==> config.mk <==
export PLATFORM = sky130hd
export DESIGN_NAME = dual_adc_regs
export DESIGN_NICKNAME = d
export VERILOG_FILES = /design/src/rtl/adcreg_pkg.sv /design/src/rtl/adc_chan.sv /design/src/rtl/adc_rdmux.sv /design/src/rtl/dual_adc_regs.sv
export SDC_FILE = /design/constraint.sdc
export NUM_CORES = 1
export LEC_CHECK = 0
export ABC_AREA = 1
export BUFFER_PORTS_ARGS = -buffer_cell sky130_fd_sc_hd__buf_2
export CAP_MARGIN = 40
export CORE_ASPECT_RATIO = 2
export CORE_MARGIN = 2
export CORE_UTILIZATION = 40
export DETAILED_ROUTE_END_ITERATION = 10
export GPL_TIMING_DRIVEN = 0
export SLEW_MARGIN = 5
export SYNTH_ARGS = -nofsm -noshare
export SYNTH_HDL_FRONTEND = slang
export SYNTH_SLANG_ARGS = --single-unit
==> constraint.sdc <==
create_clock -name clk -period 1.9 [get_ports clk]
set_input_delay 0.095 -clock clk [delete_from_list [all_inputs] [get_ports clk]]
set_output_delay 0.095 -clock clk [all_outputs]
set_load 0.03 [all_outputs]
==> src/rtl/adcreg_pkg.sv <==
package adcreg_pkg;
    localparam int PRI_W = 24;
    localparam int AUX_W = 16;

    localparam logic [7:0] A_MODE  = 8'hD1;
    localparam logic [7:0] A_STAT  = 8'hD8;
    localparam logic [7:0] A_PDAT  = 8'hD9;
    localparam logic [7:0] A_ADAT  = 8'hDC;
    localparam logic [7:0] A_POFS  = 8'hE1;
    localparam logic [7:0] A_AOFS  = 8'hE4;
    localparam logic [7:0] A_PGN   = 8'hE9;
    localparam logic [7:0] A_AGN   = 8'hEC;

    typedef enum logic [1:0] {
        CH_IDLE    = 2'b00,
        CH_CONV    = 2'b01,
        CH_CALOFS  = 2'b10,
        CH_CALGAIN = 2'b11
    } chan_state_t;
endpackage

==> src/rtl/adc_chan.sv <==
module adc_chan
    import adcreg_pkg::*;
#(
    parameter int W = 24
) (
    input  logic         clk,
    input  logic         rst_n,
    input  logic         mode_wr_i,
    input  logic [1:0]   mode_i,
    input  logic         clr_rdy_i,
    input  logic         done_i,
    input  logic [W-1:0] data_i,
    input  logic         ovr_i,
    input  logic         udr_i,
    input  logic         force_ones_i,
    output logic         rdy_o,
    output logic         err_o,
    output logic         cal_done_o,
    output logic         active_o,
    output logic [W-1:0] dat_o,
    output logic [W-1:0] ofs_o,
    output logic [W-1:0] gain_o
);
    chan_state_t  state_q, state_d;
    logic         rdy_q, err_q;
    logic [W-1:0] dat_q, ofs_q, gain_q;
    logic         accept, clamp, is_cal;
    logic [W-1:0] res;

    assign is_cal = (state_q == CH_CALOFS) || (state_q == CH_CALGAIN);
    assign accept = done_i && !rdy_q && !mode_wr_i && (state_q != CH_IDLE);
    assign clamp  = force_ones_i || ovr_i || udr_i;
    assign res    = (force_ones_i || ovr_i) ? {W{1'b1}} :
                    udr_i ? {W{1'b0}} : data_i;

    always_comb begin
        state_d = state_q;
        if (mode_wr_i)
            state_d = chan_state_t'(mode_i);
        else if (accept && is_cal)
            state_d = CH_IDLE;
    end

    always_ff @(posedge clk or negedge rst_n) begin
        if (!rst_n) state_q <= CH_IDLE;
        else        state_q <= state_d;
    end

    always_ff @(posedge clk or negedge rst_n) begin
        if (!rst_n) begin
            rdy_q  <= 1'b0;
            err_q  <= 1'b0;
            dat_q  <= '0;
            ofs_q  <= '0;
            gain_q <= '0;
        end else if (mode_wr_i) begin
            if (mode_i != CH_IDLE) begin
                rdy_q <= 1'b0;
                err_q <= 1'b0;
            end
        end else begin
            if (clr_rdy_i) rdy_q <= 1'b0;
            if (accept) begin
                rdy_q <= 1'b1;
                if (clamp) err_q <= 1'b1;
                unique case (state_q)
                    CH_CONV:    dat_q <= res;
                    CH_CALOFS:  if (!clamp) ofs_q <= res;
                    CH_CALGAIN: if (!clamp) gain_q <= res;
                    default:    ;
                endcase
            end
        end
    end

    assign rdy_o      = rdy_q;
    assign err_o      = err_q;
    assign cal_done_o = accept && is_cal;
    assign active_o   = (state_q != CH_IDLE);
    assign dat_o      = dat_q;
    assign ofs_o      = ofs_q;
    assign gain_o     = gain_q;


    rdy_hold_chk: assert property (@(posedge clk) disable iff (!rst_n)
        (rdy_q && !mode_wr_i) |=> ($stable(dat_q) && $stable(ofs_q) && $stable(gain_q)));


    mode_clr_chk: assert property (@(posedge clk) disable iff (!rst_n)
        (mode_wr_i && mode_i != 2'b00) |=> (!rdy_q && !err_q));


    clamp_hi_chk: assert property (@(posedge clk) disable iff (!rst_n)
        (state_q == CH_CONV && done_i && !rdy_q && !mode_wr_i && ovr_i)
        |=> (dat_q == {W{1'b1}} && err_q && rdy_q));


    idle_ignore_chk: assert property (@(posedge clk) disable iff (!rst_n)
        (state_q == CH_IDLE && !mode_wr_i)
        |=> ($stable(dat_q) && $stable(ofs_q) && $stable(gain_q)));
endmodule

==> src/rtl/adc_rdmux.sv <==
module adc_rdmux
    import adcreg_pkg::*;
(
    input  logic [7:0]       addr_i,
    input  logic [7:0]       stat_i,
    input  logic [7:0]       mode_i,
    input  logic [PRI_W-1:0] p_dat_i,
    input  logic [PRI_W-1:0] p_ofs_i,
    input  logic [PRI_W-1:0] p_gain_i,
    input  logic [AUX_W-1:0] a_dat_i,
    input  logic [AUX_W-1:0] a_ofs_i,
    input  logic [AUX_W-1:0] a_gain_i,
    output logic [7:0]       rdata_o
);
    always_comb begin
        case (addr_i)
            A_STAT:     rdata_o = stat_i;
            A_MODE:     rdata_o = mode_i;
            A_PDAT:     rdata_o = p_dat_i[7:0];
            A_PDAT + 1: rdata_o = p_dat_i[15:8];
            A_PDAT + 2: rdata_o = p_dat_i[23:16];
            A_ADAT:     rdata_o = a_dat_i[7:0];
            A_ADAT + 1: rdata_o = a_dat_i[15:8];
            A_POFS:     rdata_o = p_ofs_i[7:0];
            A_POFS + 1: rdata_o = p_ofs_i[15:8];
            A_POFS + 2: rdata_o = p_ofs_i[23:16];
            A_AOFS:     rdata_o = a_ofs_i[7:0];
            A_AOFS + 1: rdata_o = a_ofs_i[15:8];
            A_PGN:      rdata_o = p_gain_i[7:0];
            A_PGN + 1:  rdata_o = p_gain_i[15:8];
            A_PGN + 2:  rdata_o = p_gain_i[23:16];
            A_AGN:      rdata_o = a_gain_i[7:0];
            A_AGN + 1:  rdata_o = a_gain_i[15:8];
            default:    rdata_o = 8'h00;
        endcase
    end
endmodule

==> src/rtl/dual_adc_regs.sv <==
module dual_adc_regs
    import adcreg_pkg::*;
(
    input  logic              clk,
    input  logic              rst_n,
    input  logic [7:0]        sfr_addr,
    input  logic              sfr_wr,
    input  logic [7:0]        sfr_wdata,
    output logic [7:0]        sfr_rdata,
    input  logic              ref_ok,
    input  logic              p_done,
    input  logic [PRI_W-1:0]  p_data,
    input  logic              p_ovr,
    input  logic              p_udr,
    input  logic              a_done,
    input  logic [AUX_W-1:0]  a_data,
    input  logic              a_ovr,
    input  logic              a_udr
);
    logic [4:0]       mode_q;
    logic             cal_q;
    logic             mode_wr, stat_wr, any_start, noxref, force_ones;
    logic             rdy0, rdy1, err0, err1, cdone0, cdone1, act0, act1;
    logic [PRI_W-1:0] p_dat, p_ofs, p_gain;
    logic [AUX_W-1:0] a_dat, a_ofs, a_gain;
    logic [7:0]       stat_byte;

    assign mode_wr    = sfr_wr && (sfr_addr == A_MODE);
    assign stat_wr    = sfr_wr && (sfr_addr == A_STAT);
    assign any_start  = mode_wr && (sfr_wdata[1:0] != 2'b00 || sfr_wdata[3:2] != 2'b00);
    assign noxref     = !ref_ok && (act0 || act1);
    assign force_ones = noxref && mode_q[4];

    always_ff @(posedge clk or negedge rst_n) begin
        if (!rst_n) begin
            mode_q <= '0;
            cal_q  <= 1'b0;
        end else begin
            if (mode_wr) mode_q <= sfr_wdata[4:0];
            if (any_start)                 cal_q <= 1'b0;
            else if (cdone0 || cdone1)     cal_q <= 1'b1;
        end
    end

    adc_chan #(.W(PRI_W)) u_pri (
        .clk(clk), .rst_n(rst_n),
        .mode_wr_i(mode_wr), .mode_i(sfr_wdata[1:0]),
        .clr_rdy_i(stat_wr && !sfr_wdata[7]),
        .done_i(p_done), .data_i(p_data), .ovr_i(p_ovr), .udr_i(p_udr),
        .force_ones_i(force_ones),
        .rdy_o(rdy0), .err_o(err0), .cal_done_o(cdone0), .active_o(act0),
        .dat_o(p_dat), .ofs_o(p_ofs), .gain_o(p_gain)
    );

    adc_chan #(.W(AUX_W)) u_aux (
        .clk(clk), .rst_n(rst_n),
        .mode_wr_i(mode_wr), .mode_i(sfr_wdata[3:2]),
        .clr_rdy_i(stat_wr && !sfr_wdata[6]),
        .done_i(a_done), .data_i(a_data), .ovr_i(a_ovr), .udr_i(a_udr),
        .force_ones_i(force_ones),
        .rdy_o(rdy1), .err_o(err1), .cal_done_o(cdone1), .active_o(act1),
        .dat_o(a_dat), .ofs_o(a_ofs), .gain_o(a_gain)
    );

    assign stat_byte = {rdy0, rdy1, cal_q, noxref, err0, err1, 2'b00};

    adc_rdmux u_rd (
        .addr_i(sfr_addr), .stat_i(stat_byte), .mode_i({3'b000, mode_q}),
        .p_dat_i(p_dat), .p_ofs_i(p_ofs), .p_gain_i(p_gain),
        .a_dat_i(a_dat), .a_ofs_i(a_ofs), .a_gain_i(a_gain),
        .rdata_o(sfr_rdata)
    );


    cal_clr_chk: assert property (@(posedge clk) disable iff (!rst_n)
        any_start |=> !cal_q);


    swclr_chk: assert property (@(posedge clk) disable iff (!rst_n)
        (stat_wr && !sfr_wdata[7] && rdy0) |=> !rdy0);


    cal_set_chk: assert property (@(posedge clk) disable iff (!rst_n)
        (!any_start && (cdone0 || cdone1)) |=> cal_q);
endmodule

After elaboration in Yosys (flattened, before gate mapping)
Index checks and enable logic that the tools add are counted.
{ "op_classes": {"eq_ne": 25, "n_mux": 25, "bitwise": 3, "reduce_logical": 53} }
{ "ops": {"columns": ["cell", "n"], "rows": [
  ["== test 8 bit, second input constant", 17],
  ["one-hot mux 8 bit (17 select lines)", 1],
  ["two-way mux 24 bit", 2],
  ["two-way mux 16 bit", 2],
  ["nonzero test 2 bit", 11],
  ["two-way mux 1 bit", 16],
  ["AND reduction 4 bit", 4],
  ["logical AND 1 bit", 15],
  ["AND reduction 3 bit", 4],
  ["logical OR 1 bit", 9],
  ["== test 2 bit, second input constant", 4],
  ["two-way mux 2 bit", 4],
  ["logical NOT 1 bit", 6],
  ["nonzero test 3 bit", 2],
  ["== test 2 x 1 -> 1 bit, second input constant", 2],
  ["!= test 2 x 1 -> 1 bit, second input constant", 2],
  ["AND reduction 2 bit", 2],
  ["inverter 1 bit", 3]
]} }
{ "totals": {"reg_bits": 134, "input_bits": 66, "output_inout_bits": 8, "word_cells": 120} }

Depth between registers and ports, before layout
{ "depth": {"ltp_word": 9, "depth_mapped": 11, "ltp_nobuf": 9} }

By module
A second synthesis with hierarchy kept.
{ "hier_totals": {"hier_cells": 1000, "hier_area_um2": 7566.0} }
{ "by_module_without_submodules": {"columns": ["mod", "n_inst", "cells_each", "area_each_um2", "seq_area_each_um2"], "rows": [
  ["adc_chan (u_pri)", 1, 379, 3329.4, 1901.8],
  ["adc_chan (u_aux)", 1, 261, 2342.2, 1301.2],
  ["adc_rdmux", 1, 314, 1492.7, 0.0],
  ["dual_adc_regs", 1, 46, 401.6, 150.1]
]} }

Worst setup path after synthesis
No wires, ideal clock.
{ "synth_path": {"path_kind": "register to register", "from": "reg u_aux.state_q[0]", "to": "reg u_pri.ofs_q[18], in the netlist u_pri.ofs_o[18]", "setup_time_ns": 0.132, "t_arrival_ns": 1.408, "required_ns": 1.768, "setup_slack_ns": 0.359, "stages_incl_launch_ff": 11, "path_buffers": 2, "period_less_slack_ns": 1.541, "path_cell_list": "dfrtp_1 > nor2_2 > nand2_1 > nand3_1 > nand2_2 > nor2_4 > nand2_2 > buf_6 > buf_6 > nand2_1 > o21ai_0"} }
{ "synth_between": {"elab_chain_cells": 8, "elab_cells_between_ends": 9, "cone_classes": "mux: 1; bitwise: 1; reduce/logical: 7"} }
{ "synth_rtl": {"columns": ["element", "line_no", "source"], "rows": [
  ["start: declaration", "adc_chan.sv:24", "chan_state_t state_q, state_d;"],
  ["start signal: assignment", "adc_chan.sv:46", "else state_q <= state_d;"],
  ["nonzero test 2 bit *", "adc_chan.sv:79", "assign active_o = (state_q != CH_IDLE);"],
  ["logical OR 1 bit *", "dual_adc_regs.sv:31", "assign noxref = !ref_ok && (act0 || act1);"],
  ["logical AND 1 bit *", "dual_adc_regs.sv:31", null],
  ["logical AND 1 bit *", "dual_adc_regs.sv:32", "assign force_ones = noxref && mode_q[4];"],
  ["logical OR 1 bit *", "adc_chan.sv:32, adc_chan.sv:33", null],
  ["logical OR 1 bit", "adc_chan.sv:32", "assign clamp = force_ones_i || ovr_i || udr_i;"],
  ["inverter 1 bit (no line)", null, null],
  ["AND reduction 4 bit (no line)", null, null],
  ["end signal: assignment", "adc_chan.sv:68", "CH_CALOFS: if (!clamp) ofs_q <= res;"],
  ["end: declaration", "adc_chan.sv:26", "logic [W-1:0] dat_q, ofs_q, gain_q;"]
]} }
Mark *: on every way between the ends. The rest lies on a longest branch, timed or not.
A chain may end at the register's enable or synchronous reset.

Final worst setup path
{ "layout_path": {"from": "reg u_aux.state_q[0]", "to": "out sfr_rdata[4]"} }
{ "layout_between": {"elab_chain_cells": 4} }
{ "layout_rtl": {"columns": ["element", "line_no", "source"], "rows": [
  ["nonzero test 2 bit", "adc_chan.sv:79", null],
  ["logical OR 1 bit", "dual_adc_regs.sv:31", null],
  ["logical AND 1 bit", "dual_adc_regs.sv:31", null],
  ["one-hot mux 8 bit (17 select lines)", "adc_rdmux.sv:16", "case (addr_i)"],
  ["end: declaration", "dual_adc_regs.sv:9", "output logic [7:0] sfr_rdata,"]
]} }
Every way passes these cells.

==> results.toml <==
[yosys]
synth_mux_area_share_pct = 0
ys_types = 25
synth-simple-area-share_pct = 36.46
synth_compound_area_share_pct = 9.038
synthFlopType = "dfrtp_1"
syn_area_mm2 = 0.006867
yosysTopAreaCellShare_pct = 48.83
synthCells = 905
ys_seq_area_share_pct = 48.83
synth.most_common_cell = "nand2_1"
async_flop_share_pct = 100.0
synthTopCellsByCount = "nand2_1, nand3_1, dfrtp_1, o21ai_0, nor2_1"
syn-mean-instance-area_um2 = 7.587
yosys.area_share.adder_pct = 0
synthTopCellsByArea = "dfrtp_1, nand2_1, nand3_1, o21ai_0, nor2_1"
synth_edf_count = 0
synth-xor-area-share_pct = 0
synth_top_area_cell = "dfrtp_1"
ys_warn_count = 0
ys_seq_elements = 134
syn-num-nets = 971
synth_top_family_by_area = "simple AND/OR/NAND/NOR gates"

[grt]
antenna_found_initial = 0
grt_pass1_vias = 6899
grt_pass1_wl_um = 38520
grt_overflow = 0
grt_max_degree = 87
grt.total_usage_pct = 27.88

[clock_tree]
cts_tree = "done"
cts_htree_levels = 4
root_buffer = "clkbuf_16"
clock-sinks = 134
cts_buffers = 17
clkSlewWorstSetupHoldPaths_ns = 0.06
clk_latency_ns = 0.42
clockBufferDepth = 2

[drt]
ant_nets = 0
drc_errors = 0
vias = 6696
wl_met3_um = 1132
met1_length_um = 8590
dr.max_layer_used = "met4"
wirelength_um = 25110
first_pass_iters = 5
route.met2.wl_um = 13390
wl_per_cell_um = 20.47
routed_via_density = 5.457
drt_iter0_drc = 482

[critical_path]
endpoint_kind = "output port"
crit_type = "reg -> out"
reg2regPathDepth = 10
crit_path_start_kind = "flop"
crit_arrival_ns = 1.76
path_max_fanout = 5
crit_required_ns = 1.80

[pwr]
power_mw = 8.392
powerDensity_mw_per_mm2 = 1003
ir_drop_v = 0.0005711
p_leak_nw = 4.297

[sta]
period_share_pct = 97.68
rsz0062_at_grt = "true"
slew_violations = 0
worst_pin_slew_ns = 0.8178
finalSetupViolations = 0
relSlewSlack_pct = 45.28
timing.final.crit_period_ns = 1.856
skew_ns = 0.008649
finalHoldViolCount = 0
fmax_mhz = 538.8

[finish]
multi_input_area_mm2 = 0.003212
drive_gt1_share_pct = 19.22
layout.nets = 1073
fin_util_pct = 49.91
antennaDiodeCount = 0
fillers = 1757
syn2layout_area_growth_pct = 21.87
register_area_mm2 = 0.003357

[flow_run]
drv_cap = 0

[floorplan]
row_count = 67
fp.dieH_um = 189.3
die_area_mm2 = 0.01829
io_pins = 74
start_util_pct = 40.96
die_w_um = 96.65
core-area_mm2 = 0.01677

[place]
place_congestion = 0.9812
portBuffers = 72
dp_hpwl_um = 19190

[min_path]
min_path_type = "in -> reg"
hold_depth = 3

[outcome]
status = "finished, final reports clean"
final timing paths:
| kind | slack [ns] | end | from |
|---|---|---|---|
| min reg2reg | 0.47 | u_aux.ofs_o[13]$_DFFE_PN0P_ | u_aux.ofs_o[13]$_DFFE_PN0P_ |
| max reg2reg | 0.12 | u_pri.ofs_o[23]$_DFFE_PN0P_ | u_aux.state_q[0]$_DFFE_PN0P_ |
| max | 0.04 | sfr_rdata[4] | u_aux.state_q[0]$_DFFE_PN0P_ |
| min in group asynchronous | 0.18 | mode_q[4]$_DFFE_PN0P_ | rst_n |
| max in group asynchronous | 0.91 | u_pri.gain_o[15]$_DFFE_PN0P_ | rst_n |
| min | 0.009 | u_pri.ofs_o[3]$_DFFE_PN0P_ | p_data[3] |
kinds of logic after synthesis:
logic type             after synthesis
buffers and inverters               81
AO/OA/AOI/OAI                      121
AND/OR/NAND/NOR                    569
flip-flops                         134
placed cells by master, fill, tap and decap left out, drive strengths merged:
cell and n:
a21oi 24, buf 104, bufinv 3, clkbuf 43
clkinv 4, clkinvlp 1, dfrtp 134, dlygate4sd3 8
inv 33, nand2 326, nand3 144, nand4 25
nor2 70, nor3 3, o21ai 97, or2 1
what timing repair did:
item                                    CTS  global route
gates resized for setup                  19            30
endpoints found under the hold margin    59             0
setup buffers                             1             3
pin swaps                                 1             8
hold buffers                              8             0
endpoints found under the setup margin   71           102
sequential cells by signal (all words and copies together) (netlist names), 2 cells and up:
| name | flops |
|---|---|
| u_pri.ofs_o | 24 |
| u_pri.dat_o | 24 |
| u_pri.gain_o | 24 |
| u_aux.gain_o | 16 |
| u_pri.state_q | 2 |
| mode_q | 5 |
| u_aux.state_q | 2 |
| u_aux.dat_o | 16 |
| u_aux.ofs_o | 16 |
critical path, cell delays in order (launching register included):
cell	delay (ns)
dfrtp_2	0.44
nor2_4	0.16
nand2_2	0.09
nand2_2	0.08
nor2_2	0.05
nor2_2	0.11
nand2_1	0.07
nor2_2	0.13
nand2_1	0.09
buf_6	0.14
routing by layer:
metal,track usage (%),up-vias
li1,-,3198
met1,27.56,3147
met2,51.15,255
met3,4.024,96
met4,21.94,0
met5,0,-
cell type report:
class | count | share of cell area [%]
Buffer | 45 | 3.349
Clock buffer | 25 | 6.041
Clock inverter | 7 | 1.391
Inverter | 34 | 1.525
Multi-Input combinational cell | 690 | 38.38
Sequential cell | 134 | 40.12
Tap cell | 207 | 3.095
Timing Repair Buffer | 85 | 6.100
power breakdown:
part           switching [mW]  total (mW)  leakage [nW]  internal (mW)
Combinational           0.713        1.10          2.20          0.387
Clock                    1.29        3.53         0.303           2.24
Sequential              0.381        3.76          1.79           3.38
Total                    2.38        8.39          4.30           6.01
stage by stage:
stage	TNS [ns]	worst slack, ns	cells	hold WS [ns]	instance area, um2
6_report	0	0.04417	1227	0.008624	8368
2_1_floorplan	0	0.3595	905	-0.2006	6867
3_5_place_dp	-3.570	-0.2270	1185	0.07595	7520
5_1_grt	-0.1121	-0.06597	1227	0.02456	8368
3_3_place_gp	-164.02	-1.218	1184	0.2946	7486
4_1_cts	-0.02391	-0.02391	1224	0.002536	8269
Power figures use the tool's default switching activity.
